[config.mk]
export PLATFORM = sky130hd
export DESIGN_NAME = split_mem_target
export DESIGN_NICKNAME = d
export VERILOG_FILES = /design/src/rtl/smt_pkg.sv /design/src/rtl/smt_decode.sv /design/src/rtl/smt_store.sv /design/src/rtl/smt_reply.sv /design/src/rtl/split_mem_target.sv
export SDC_FILE = /design/constraint.sdc
export NUM_CORES = 1
export LEC_CHECK = 0
export BUFFER_PORTS_ARGS = -buffer_cell sky130_fd_sc_hd__clkbuf_2
export CAP_MARGIN = 20
export CORE_MARGIN = 2
export CORE_UTILIZATION = 45
export CTS_CLUSTER_DIAMETER = 200
export DETAILED_ROUTE_END_ITERATION = 7
export GPL_TIMING_DRIVEN = 0
export PLACE_DENSITY = 0.7
export SYNTH_ARGS = -nofsm -noshare
export SYNTH_HDL_FRONTEND = slang
export SYNTH_SLANG_ARGS = --single-unit
[constraint.sdc]
create_clock -name clk -period 1.55 [get_ports clk]
set_input_delay 0.155 -clock clk [delete_from_list [all_inputs] [get_ports clk]]
set_output_delay 0.155 -clock clk [all_outputs]
set_load 0.02 [all_outputs]
[src/rtl/smt_pkg.sv]
package smt_pkg;

  typedef enum logic {
    OP_READ  = 1'b0,
    OP_WRITE = 1'b1
  } smt_op_e;

  typedef enum logic [1:0] {
    ST_IDLE  = 2'd0,
    ST_WAIT  = 2'd1,
    ST_ARB   = 2'd2,
    ST_REPLY = 2'd3
  } smt_state_e;

  // Window match on the upper bits only: the address and the base agree above bit SHIFT.
  function automatic logic window_match(input logic [63:0] addr,
                                        input logic [63:0] base,
                                        input int unsigned shift);
    return (addr >> shift) == (base >> shift);
  endfunction

endpackage

[src/rtl/smt_decode.sv]
module smt_decode #(
  parameter int unsigned ADDR_W = 16,
  parameter int unsigned BASE   = 3072,
  parameter int unsigned SIZE   = 64,
  localparam int unsigned SHIFT = $clog2(SIZE),
  localparam int unsigned IDX_W = (SHIFT < 1) ? 1 : SHIFT
) (
  input  logic              valid,
  input  logic [ADDR_W-1:0] addr,
  output logic              hit,
  output logic [IDX_W-1:0]  idx
);
  import smt_pkg::*;

  logic [63:0] addr_wide;

  always_comb begin
    addr_wide = 64'(addr);
    hit       = valid && window_match(addr_wide, 64'(BASE), SHIFT);
    idx       = addr[IDX_W-1:0];
  end

endmodule

[src/rtl/smt_store.sv]
module smt_store #(
  parameter int unsigned DEPTH  = 64,
  parameter int unsigned DATA_W = 8,
  localparam int unsigned IDX_W = (DEPTH < 2) ? 1 : $clog2(DEPTH)
) (
  input  logic              clk,
  input  logic              rst_n,
  input  logic              wr_en,
  input  logic [IDX_W-1:0]  wr_idx,
  input  logic [DATA_W-1:0] wr_data,
  input  logic [IDX_W-1:0]  rd_idx,
  output logic [DATA_W-1:0] rd_data
);

  logic [DATA_W-1:0] cells [DEPTH];

  for (genvar g = 0; g < DEPTH; g++) begin : g_cell
    always_ff @(posedge clk or negedge rst_n) begin
      if (!rst_n)
        cells[g] <= '0;
      else if (wr_en && (wr_idx == IDX_W'(g)))
        cells[g] <= wr_data;
    end
  end

  assign rd_data = cells[rd_idx];

endmodule

[src/rtl/smt_reply.sv]
module smt_reply #(
  parameter int unsigned FIELD_W = 8,
  parameter int unsigned RD_LAT  = 2,
  localparam int unsigned CNT_W  = (RD_LAT < 2) ? 1 : $clog2(RD_LAT)
) (
  input  logic               clk,
  input  logic               rst_n,
  input  logic               accept,
  input  logic [FIELD_W-1:0] acc_id,
  input  logic [FIELD_W-1:0] acc_data,
  input  logic               grant,
  input  logic               rack,
  output logic               idle,
  output logic               want_bus,
  output logic               drive,
  output logic [FIELD_W-1:0] out_id,
  output logic [FIELD_W-1:0] out_data
);
  import smt_pkg::*;

  smt_state_e         state_q, state_d;
  logic [CNT_W-1:0]   cnt_q, cnt_d;
  logic [FIELD_W-1:0] id_q, data_q;

  always_comb begin
    state_d = state_q;
    cnt_d   = cnt_q;
    unique case (state_q)
      ST_IDLE: if (accept) begin
        state_d = ST_WAIT;
        cnt_d   = CNT_W'(RD_LAT - 1);
      end
      ST_WAIT: if (cnt_q == '0) state_d = ST_ARB;
               else cnt_d = cnt_q - 1'b1;
      ST_ARB:   if (grant) state_d = ST_REPLY;
      ST_REPLY: if (rack)  state_d = ST_IDLE;
      default:  state_d = ST_IDLE;
    endcase
  end

  always_ff @(posedge clk or negedge rst_n) begin
    if (!rst_n) begin
      state_q <= ST_IDLE;
      cnt_q   <= '0;
      id_q    <= '0;
      data_q  <= '0;
    end else begin
      state_q <= state_d;
      cnt_q   <= cnt_d;
      if (state_q == ST_IDLE && accept) begin
        id_q   <= acc_id;
        data_q <= acc_data;
      end
    end
  end

  assign idle     = (state_q == ST_IDLE);
  assign want_bus = (state_q == ST_ARB);
  assign drive    = (state_q == ST_REPLY);
  assign out_id   = drive ? id_q   : '0;
  assign out_data = drive ? data_q : '0;

endmodule

[src/rtl/split_mem_target.sv]
module split_mem_target #(
  parameter int unsigned ADDR_W  = 16,
  parameter int unsigned FIELD_W = 8,
  parameter int unsigned BASE    = 3072,
  parameter int unsigned SIZE    = 64,
  parameter int unsigned RD_LAT  = 2,
  localparam int unsigned IDX_W  = (SIZE < 2) ? 1 : $clog2(SIZE)
) (
  input  logic               clk,
  input  logic               rst_n,
  input  logic               req_valid,
  input  logic [ADDR_W-1:0]  req_addr,
  input  logic               req_op,
  input  logic [FIELD_W-1:0] req_field,
  output logic               req_ack,
  output logic               bus_req,
  input  logic               bus_grant,
  output logic               reply_valid,
  output logic [FIELD_W-1:0] reply_id,
  output logic [FIELD_W-1:0] reply_data,
  input  logic               reply_ack
);
  import smt_pkg::*;

  // Named internal events, brought out for the checker
  logic               addr_hit;
  logic [IDX_W-1:0]   addr_idx;
  logic               wr_take;
  logic               rd_take;
  logic               rd_idle;
  logic [FIELD_W-1:0] cell_value;
  logic               ack_q;

  smt_decode #(.ADDR_W(ADDR_W), .BASE(BASE), .SIZE(SIZE)) u_decode (
    .valid(req_valid), .addr(req_addr), .hit(addr_hit), .idx(addr_idx)
  );

  assign wr_take = addr_hit && (smt_op_e'(req_op) == OP_WRITE);
  assign rd_take = addr_hit && (smt_op_e'(req_op) == OP_READ) && rd_idle;

  smt_store #(.DEPTH(SIZE), .DATA_W(FIELD_W)) u_store (
    .clk(clk), .rst_n(rst_n),
    .wr_en(wr_take), .wr_idx(addr_idx), .wr_data(req_field),
    .rd_idx(addr_idx), .rd_data(cell_value)
  );

  smt_reply #(.FIELD_W(FIELD_W), .RD_LAT(RD_LAT)) u_reply (
    .clk(clk), .rst_n(rst_n),
    .accept(rd_take), .acc_id(req_field), .acc_data(cell_value),
    .grant(bus_grant), .rack(reply_ack),
    .idle(rd_idle), .want_bus(bus_req), .drive(reply_valid),
    .out_id(reply_id), .out_data(reply_data)
  );

  always_ff @(posedge clk or negedge rst_n) begin
    if (!rst_n) ack_q <= 1'b0;
    else        ack_q <= wr_take || rd_take;
  end

  assign req_ack = ack_q;

endmodule

# After elaboration in Yosys (flattened, before gate mapping)

Index checks and enable logic that the tools add are counted.

Logic and storage cells: 232
Register bits after elaboration: 532

Order comparisons: 1
Reduce and logical (&&, ||, !) cells: 75
Eq/ne operators: 71
$add $sub $neg: 1
Mux-type cells: 13
Bitwise logic cells: 2

Operators by type and width:

| kind                  | count |
|---|---|
| $eq A6 B6 Y1 const B  | 32 |
| $eq A6 B5 Y1 const B  | 16 |
| $logic_and A1 B1 Y1   | 69 |
| $bmux W8 S6           | 1 |
| $eq A6 B4 Y1 const B  | 8 |
| $mux W8               | 4 |
| $eq A6 B3 Y1 const B  | 4 |
| $eq A6 B2 Y1 const B  | 2 |
| $eq A10 B6 Y1 const B | 1 |
| $mux W2               | 4 |
| $pmux W2 S4           | 1 |
| $ge A7 B7 Y1 const B  | 1 |
| $not A6 Y7            | 1 |
| $eq A6 B1 Y1 const B  | 1 |
| $logic_not A6 Y1      | 1 |
| $ne A2 B2 Y1 const B  | 3 |
| $eq A2 B2 Y1 const B  | 2 |
| $reduce_and A4 Y1     | 1 |
| $eq A2 B1 Y1 const B  | 1 |
| $logic_not A2 Y1      | 1 |
| $mux W1               | 2 |
| $ne A2 B1 Y1 const B  | 1 |
| $pmux W1 S2           | 1 |
| $reduce_and A2 Y1     | 1 |
| other kinds (4)       | 4 |

# Depth between registers and ports, before layout

Gate-level depths: netlist of the first run.

Depth in word-level cells: 6
Depth in mapped cells: 9
Gate-level depth less buffers: 5

# Cells and area by module

Synthesis of the first run repeated with hierarchy kept, for this count alone.

Cell total of the unflattened synthesis: 1593
Area, all modules: 24634.9 µm²

By module, submodules not included:

| module           | instances | area each (µm²) | sequential area each (µm²) | cells each |
|---|---|---|---|---|
| smt_store        | 1         | 23572.6         | 12812.3                    | 1509 |
| smt_reply        | 1         | 937.1           | 475.5                      | 70 |
| smt_decode       | 1         | 76.3            | 0.0                        | 10 |
| split_mem_target | 1         | 48.8            | 25.0                       | 4 |

# Worst setup path after synthesis of the first run

OpenSTA, ideal clock, no wires.

Path kind: input -> register
From: input req_addr[7]
To: register u_store.cells[128] in the netlist's numbering
Buffers on the path: 2
Arrival: 1.690 ns
Slack: -0.265 ns
Setup time: 0.125 ns
Required time: 1.425 ns
Cell stages on the path: 7
Path through: nor4b_2 -> and3_1 -> nand4b_1 -> buf_2 -> buf_6 -> nor2_2 -> mux2_2

Longest elaborated chain between the ends: 4

RTL lines:

| what                            | RTL line               | text |
|---|---|---|
| from (decl)                     | split_mem_target.sv:12 | `input logic [ADDR_W-1:0] req_addr,` |
| $eq A10 B6 Y1                   | smt_pkg.sv:19          | `return (addr >> shift) == (base >> shift);` |
| $logic_and A1 B1 Y1             | smt_decode.sv:19       | `hit = valid && window_match(addr_wide, 64'(BASE), SHIFT);` |
| $logic_and A1 B1 Y1             | split_mem_target.sv:38 | `assign wr_take = addr_hit && (smt_op_e'(req_op) == OP_WRITE);` |
| $logic_and A1 B1 Y1             | smt_store.sv:21        | `else if (wr_en && (wr_idx == IDX_W'(g)))` |
| to (signal, indexed assignment) | smt_store.sv:22        | `cells[g] <= wr_data;` |
| to (decl)                       | smt_store.sv:15        | `logic [DATA_W-1:0] cells [DEPTH];` |

Every way passes these cells.
A chain may end at the register's enable or synchronous reset.

# Worst setup path after layout of the first run

From: register u_store.cells[417] in the netlist's numbering
To: register u_reply.data_q[1]

Longest elaborated chain between the ends: 3

RTL lines:

| what                                        | RTL line        | text |
|---|---|---|
| $bmux W8 S6                                 | smt_store.sv:26 | `assign rd_data = cells[rd_idx];` |
| $mux W8 (implied by the code) (2 in series) | smt_store.sv:26 |  |
| to (signal assigned)                        | smt_reply.sv:52 | `data_q <= acc_data;` |
| to (decl)                                   | smt_reply.sv:23 | `logic [FIELD_W-1:0] id_q, data_q;` |

Every way passes these cells. The select of a mux whose other input is x is not followed.

==> results.sh, run 1 <==
export IMPL_synth_warnings=0
export IMPL_final_max_slew_viol_count=0
export IMPL_min_period_ns=2.00
export IMPL_min_period_over_period=1.29
export IMPL_critPathLaunchType="register"
export IMPL_yosysTopAreaCell="dfrtp_1"
export IMPL_p_per_area_nw_per_um2=1000
export IMPL_gr_total_overflow=0
export IMPL_core_area_um2=54900
export IMPL_critPathRequiredTime_ns=2.03
export IMPL_fmaxAchievable_mhz=500
export IMPL_htreeDepth=2
export IMPL_dp_hpwl_um=48500
export IMPL_synthFlopType="dfrtp_1"
export IMPL_failed_checks="hold timing, setup timing"
export IMPL_wl_per_cell_um=29.1
export IMPL_tritoncts="yes"
export IMPL_slowest_stage="mux4_2"
export IMPL_drtIter0Drc=1221
export IMPL_drt_drc_violations_left=0
export IMPL_syn_area_um2=24900
export IMPL_routed_wl_um=74200
export IMPL_hold_class="in2async"
export IMPL_yosysSeqAreaShare=0.535
export IMPL_rows=86
export IMPL_holdWs_ns=-0.352
export IMPL_postCtsHoldBufs=4
export IMPL_path_class="reg2reg"
export IMPL_grt_usage=0.265
export IMPL_rsz0062_at_grt="true"
export IMPL_synth_edf_count=0
export IMPL_cp_end_kind="register"
export IMPL_pre_cts_ws_ns=-1.69
export IMPL_die_area_um2=57200
export IMPL_crit_chain="mux4_2 -> mux2i_4 -> a22oi_2 -> a2111oi_4 -> a21oi_1"
export IMPL_max_cap_viol_count=0
export IMPL_io_pins=49
export IMPL_cts_buffer_depth=3
export IMPL_grt_max_degree=118
export IMPL_syn_nets=1680
export IMPL_antenna_found_initial=2
export IMPL_num_nets_final=1835
export IMPL_yosysMostFrequentCell="mux2_2"
export IMPL_drive_above_1_share=0.577
export IMPL_finalClockSkew_ns=0.0147
export IMPL_grt_pass1_vias=16400
export IMPL_vias=15500
export IMPL_status="complete, but fails checks"
export IMPL_synth_common_cells="559 x mux2_2, 532 x dfrtp_1, 103 x mux4_2"
export IMPL_critPathMaxFanout=2
export IMPL_async_reset_ff_frac=1.00
export IMPL_cts_sinks=532
export IMPL_gp_congestion=0.994
export IMPL_crit_arrival_ns=2.48
export IMPL_io_buffers=37
export IMPL_antenna_left=0
export IMPL_dr_pass1_iters=5
export IMPL_hold_viol=99
export IMPL_die_w_um=239
export IMPL_grt_pass1_wl_um=110000
export IMPL_worst_pin_slew_ns=1.17
export IMPL_max_stage_delay_ns=0.51
export IMPL_synth_top_area_share=0.535
export IMPL_slew_headroom=0.217
export IMPL_setup_viol=121
export IMPL_synth_area_leaders="dfrtp_1 54%, mux2_2 25%, mux4_2 9.3%"
export IMPL_synth_seq_cells=532
export IMPL_yosysUniqueCellTypes=46
export IMPL_peakVddDrop_uv=807
export IMPL_timing_final_ws_setup_ns=-0.450
export IMPL_viasPerCell=6.07
export IMPL_clock_root_buffer="clkbuf_16"
export IMPL_p_leak_nw=14.0
export IMPL_synth_avg_cell_area_um2=15.1
export IMPL_fin_total_pwr_mw=30.2
export IMPL_clk_latency_ns=0.62
export IMPL_die_height_um=239
export IMPL_cts_buffers_inserted=56
export IMPL_clk_pin_slew_ns=0.06
export IMPL_synthCells=1646
export IMPL_start_util=0.453
export IMPL_syn2layout_area_growth_pct=21.5
-- registers in the layout, summed over array words and instances, names as in the netlist --
signal and count:
u_reply.cnt_q 1, u_store.cells 512, req_ack 1, u_reply.id_q 8
u_reply.state_q 2, u_reply.data_q 8
-- path summary, 6_finish.rpt --
path,from,endpoint,slack (ns),depth (start not counted)
worst min register to register,u_store.cells[102],u_store.cells[102],0.50,1
max in group asynchronous,rst_n,u_reply.data_q[2],0.30,3
worst min-delay path,rst_n,u_store.cells[63],-0.35,1
worst max register to register,u_store.cells[417],u_reply.data_q[1],-0.45,5
min in group clk,req_op,u_reply.cnt_q,0.04,3
worst max-delay path,u_store.cells[417],u_reply.data_q[1],-0.45,5
-- worst max-delay path, delay by kind of cell, from the launching register on --
kind / cells / cell delay (ns)
mux: 2 / 0.72
flops: 1 / 0.38
compound gates: 3 / 0.76
-- per-layer routing --
layer  GRT usage  wire, µm  vias to the layer above
li1            -         -                     6395
met1       0.353     31400                     8333
met2       0.414     34000                      579
met3      0.0655      5300                      183
met4       0.111      3480                        0
met5           0         0                        -
-- cell type report --
class,count,area (µm²)
fillers,4288,24700
multi-input cells,987,11900
plain buffers,120,756
inverters,4,20.0
well taps,704,881
clock buffers,91,1740
repair buffers,100,1430
clock inverters,10,133
diodes,2,5.00
flip-flops and latches,532,13300
-- placed cells by master (no fill, tap or decap), drive strengths merged, types with 2 or more instances in the layout --
cell	netlist	layout
nor4	12	12
nor2b	13	13
bufinv	0	3
mux4	103	103
dlygate4sd3	0	4
a22oi	9	9
a221oi	4	4
buf	55	131
and4	2	2
o2111a	4	4
clkbuf	68	176
diode	0	2
ha	4	4
clkinv	0	5
nor2	77	77
o21ai	2	2
a31oi	7	7
o22ai	21	21
nor3	10	10
and2	18	18
nand2	33	33
dfrtp	532	532
inv	4	6
nand4	11	11
mux2	559	559
a211oi	3	3
nand2b	8	8
mux2i	55	55
nand3	22	22
-- what timing repair did --
action,in CTS,in global routing
hold endpoints to repair,101,99
endpoints found under the setup margin,387,298
cloned,1,1
pin swaps,41,34
setup buffers,33,20
resized for setup,184,52
-- where the power goes --
group / total [mW] / leakage [nW] / internal, mW / switching [mW]
clock network: 13.7 / 0.928 / 8.13 / 5.54
registers: 14.0 / 7.43 / 13.9 / 0.0434
logic: 2.59 / 5.66 / 0.919 / 1.67
-- through the flow --
stage                     cell area [µm²]  instances   TNS, ns  hold WS [ns]  utilization
after floorplan                     25300       1646    -65.38        -0.141            -
after global routing                30200       2548    -14.43        -0.266        0.551
after CTS                           29700       2527     -6.73        -0.326        0.541
after detailed placement            26400       2391   -448.09         0.316        0.482
after global placement              26300       2387  -6367.16         0.480        0.480
final                               30200       2550    -12.68        -0.352        0.551
-- cells by family after synthesis --
| group | after synthesis | synth area share |
|---|---|---|
| multiplexers | 717 | 0.368 |
| flip-flops | 532 | 0.535 |
| AND/OR/NAND/NOR | 213 | 0.0538 |
| buffers and inverters | 127 | 0.0253 |
| AO/OA/AOI/OAI | 53 | 0.0152 |
| adder cells (fa/ha/maj) | 4 | 0.00201 |
(Power assumes the default switching activity.)
==> run 2: changes to the inputs <==
Settings changed: ABC_AREA from default to 1.
==> run 2 against run 1 <==
Against the previous run:
- the flow still finishes with violations (hold timing, setup timing)
- clock skew rose by 0.0080 ns
- non-clock buffer count rose by 85
- sequential cell count did not move
- sequential power barely moved
- synthesized cell count rose by 96%
- critical endpoint is now reply_data[2]
==> results.sh, run 2 <==
export IMPL_min_period_over_period=1.22
export IMPL_largest_register_ffs=512
export IMPL_design_area_um2=30000
export IMPL_cts_buffer_depth=3
export IMPL_diodes=0
export IMPL_synth_edf_count=0
export IMPL_crit_arrival_ns=1.74
export IMPL_clk_pin_slew_ns=0.06
export IMPL_tritoncts="yes"
export IMPL_drtIter0Drc=3355
export IMPL_critPathMaxFanout=5
export IMPL_synthCells=3229
export IMPL_synth_area_leaders="dfrtp_1 53%, nand2_1 23%, o21ai_0 8.0%"
export IMPL_grt_pass1_wl_um=147000
export IMPL_syn2layout_area_growth_pct=19.0
export IMPL_path_class="reg2out"
export IMPL_slew_headroom=0.367
export IMPL_antenna_found_initial=1
export IMPL_hold_class="in2async"
export IMPL_status="complete, but fails checks"
export IMPL_antenna_left=0
export IMPL_failed_checks="hold timing, setup timing"
export IMPL_vias=24000
export IMPL_clock_root_buffer="clkbuf_16"
export IMPL_synth_seq_cells=532
export IMPL_yosysUniqueCellTypes=27
export IMPL_dpl_cell_area_um2=26600
export IMPL_io_buffers=47
export IMPL_swShare=0.261
export IMPL_critPathRequiredTime_ns=1.39
export IMPL_clkPwrFrac=0.457
export IMPL_num_nets_final=3398
export IMPL_synth_warnings=0
export IMPL_yosysMostFrequentCell="nand2_1"
export IMPL_cts_sinks=532
export IMPL_gr_total_overflow=0
export IMPL_start_util=0.457
export IMPL_fmaxAchievable_mhz=529
export IMPL_async_reset_ff_frac=1.00
export IMPL_max_cap_viol_count=0
export IMPL_grt_usage=0.352
export IMPL_largest_register="u_store.cells"
export IMPL_rows=86
export IMPL_yosysSeqAreaShare=0.528
export IMPL_p_int_mw=23.3
export IMPL_grt_max_degree=98
export IMPL_dr_pass1_iters=6
export IMPL_grt_pass1_vias=22700
export IMPL_worst_pin_slew_ns=0.950
export IMPL_timing_final_ws_setup_ns=-0.341
export IMPL_cts_buffers_inserted=57
export IMPL_min_period_ns=1.89
export IMPL_synthFlopType="dfrtp_1"
export IMPL_rsz0062_at_grt="true"
export IMPL_startpoint="u_reply.state_q[1]"
export IMPL_reg_top3="u_store.cells x512, u_reply.data_q x8, u_reply.id_q x8"
export IMPL_reg2reg_from="u_reply.state_q[0]"
export IMPL_synth_top_area_share=0.528
export IMPL_io_pins=49
export IMPL_power_frac_seq=0.442
export IMPL_holdWs_ns=-0.410
export IMPL_syn_nets=3263
export IMPL_critPathLaunchType="register"
export IMPL_fill_cells=5164
export IMPL_drive_above_1_share=0.169
export IMPL_cp_end_kind="output pin"
export IMPL_finalClockSkew_ns=0.0227
export IMPL_layout_common_cells="1515 x nand2_1, 532 x dfrtp_1, 370 x o21ai_0, 135 x nand3_1, 127 x o21ai_1"
export IMPL_p_per_area_nw_per_um2=1050
export IMPL_hold_viol=89
export IMPL_die_height_um=241
export IMPL_power_switching_mw=8.24
export IMPL_htreeDepth=2
export IMPL_drt_drc_violations_left=0
export IMPL_yosysTopAreaCell="dfrtp_1"
export IMPL_finish_utilization=0.544
export IMPL_final_max_slew_viol_count=0
export IMPL_power_frac_comb=0.101
export IMPL_p_leak_nw=15.1
export IMPL_gp_congestion=1.02
export IMPL_synth_avg_cell_area_um2=7.81
export IMPL_layout_commonest_cell="nand2_1"
export IMPL_syn_area_um2=25200
export IMPL_setup_viol=25
export IMPL_die_area_um2=57900
export IMPL_routed_wl_um=101000
export IMPL_postCtsHoldBufs=2
export IMPL_dp_hpwl_um=68400
export IMPL_die_w_um=241
export IMPL_clk_latency_ns=0.65
export IMPL_core_area_um2=55200
export IMPL_wl_per_cell_um=24.2
export IMPL_peakVddDrop_uv=991
export IMPL_viasPerCell=5.76
export IMPL_synth_common_cells="1570 x nand2_1, 532 x dfrtp_1, 401 x o21ai_0"
## run 2: worst max-delay path, stage by stage, from the launching register on
cell and delay (ns):
dfrtp_1 0.40, ha_2 0.20, buf_8 0.13, clkbuf_16 0.16, nand2_4 0.07, inv_4 0.03, buf_8 0.11
## run 2: logic make-up after synthesis
kind of cell    synth area share
fa+ha+maj                0.00198
compound gates             0.116
buf+inv                   0.0515
simple gates               0.303
flops                      0.528
## run 2: per-stage QoR
step | setup WS [ns] | total power [mW] | hold slack, ns | cells | setup TNS, ns
3_5_place_dp | -1.40 | 16.3 | 0.291 | 4029 | -337.19
5_1_grt | -0.379 | 32.3 | -0.331 | 4159 | -8.63
3_3_place_gp | -12.13 | 16.3 | 0.465 | 4024 | -6694.14
4_1_cts | -0.363 | 31.1 | -0.390 | 4145 | -5.97
2_1_floorplan | -0.0316 | 15.1 | -0.141 | 3229 | -0.341
6_report | -0.341 | 31.6 | -0.410 | 4159 | -6.27
## run 2: final cells by class
class | instances | area [µm²] | area share
plain buffers | 213 | 1280 | 0.0428
clock buffers | 85 | 1680 | 0.0561
clock inverters | 21 | 263 | 0.00875
inverters | 50 | 210 | 0.00700
multi-input cells | 2418 | 11300 | 0.377
flip-flops and latches | 532 | 13300 | 0.444
well taps | 748 | 936 | 0.0312
repair buffers | 92 | 1010 | 0.0336
## run 2: routing by layer
layer / GRT usage / vias up / wire [µm]
li1: - / 10600 / -
met1: 0.454 / 11500 / 38200
met2: 0.518 / 1460 / 42900
met3: 0.109 / 376 / 12900
met4: 0.215 / 2 / 6660
met5: 0 / - / 15
## run 2: worst paths after layout
check / to / slack (ns) / cells after the start
setup / recovery: reply_data[2] / -0.34 / 6
hold / removal: u_store.cells[124] / -0.41 / 1
setup reg to reg: u_reply.data_q[2] / -0.12 / 11
hold reg to reg: u_store.cells[324] / 0.48 / 2
max in group asynchronous: u_store.cells[437] / 0.51 / 3
min in group clk: u_reply.cnt_q / -0.02 / 5
## run 2: repair_timing
action,in CTS,in global routing
hold endpoints to repair,93,86
buffers inserted,7,26
endpoints found under the setup margin,120,370
pin swaps,14,29
resized for setup,267,202
gates cloned,1,3
## run 2: power by group through the flow
stage	Combinational (mW)	Clock [mW]	Sequential, mW
2_1_floorplan	0.873	0	14.2
3_3_place_gp	2.06	0	14.2
3_5_place_dp	2.12	0	14.2
4_1_cts	2.74	14.4	13.9
5_1_grt	3.28	15.0	13.9
6_report	3.18	14.4	13.9
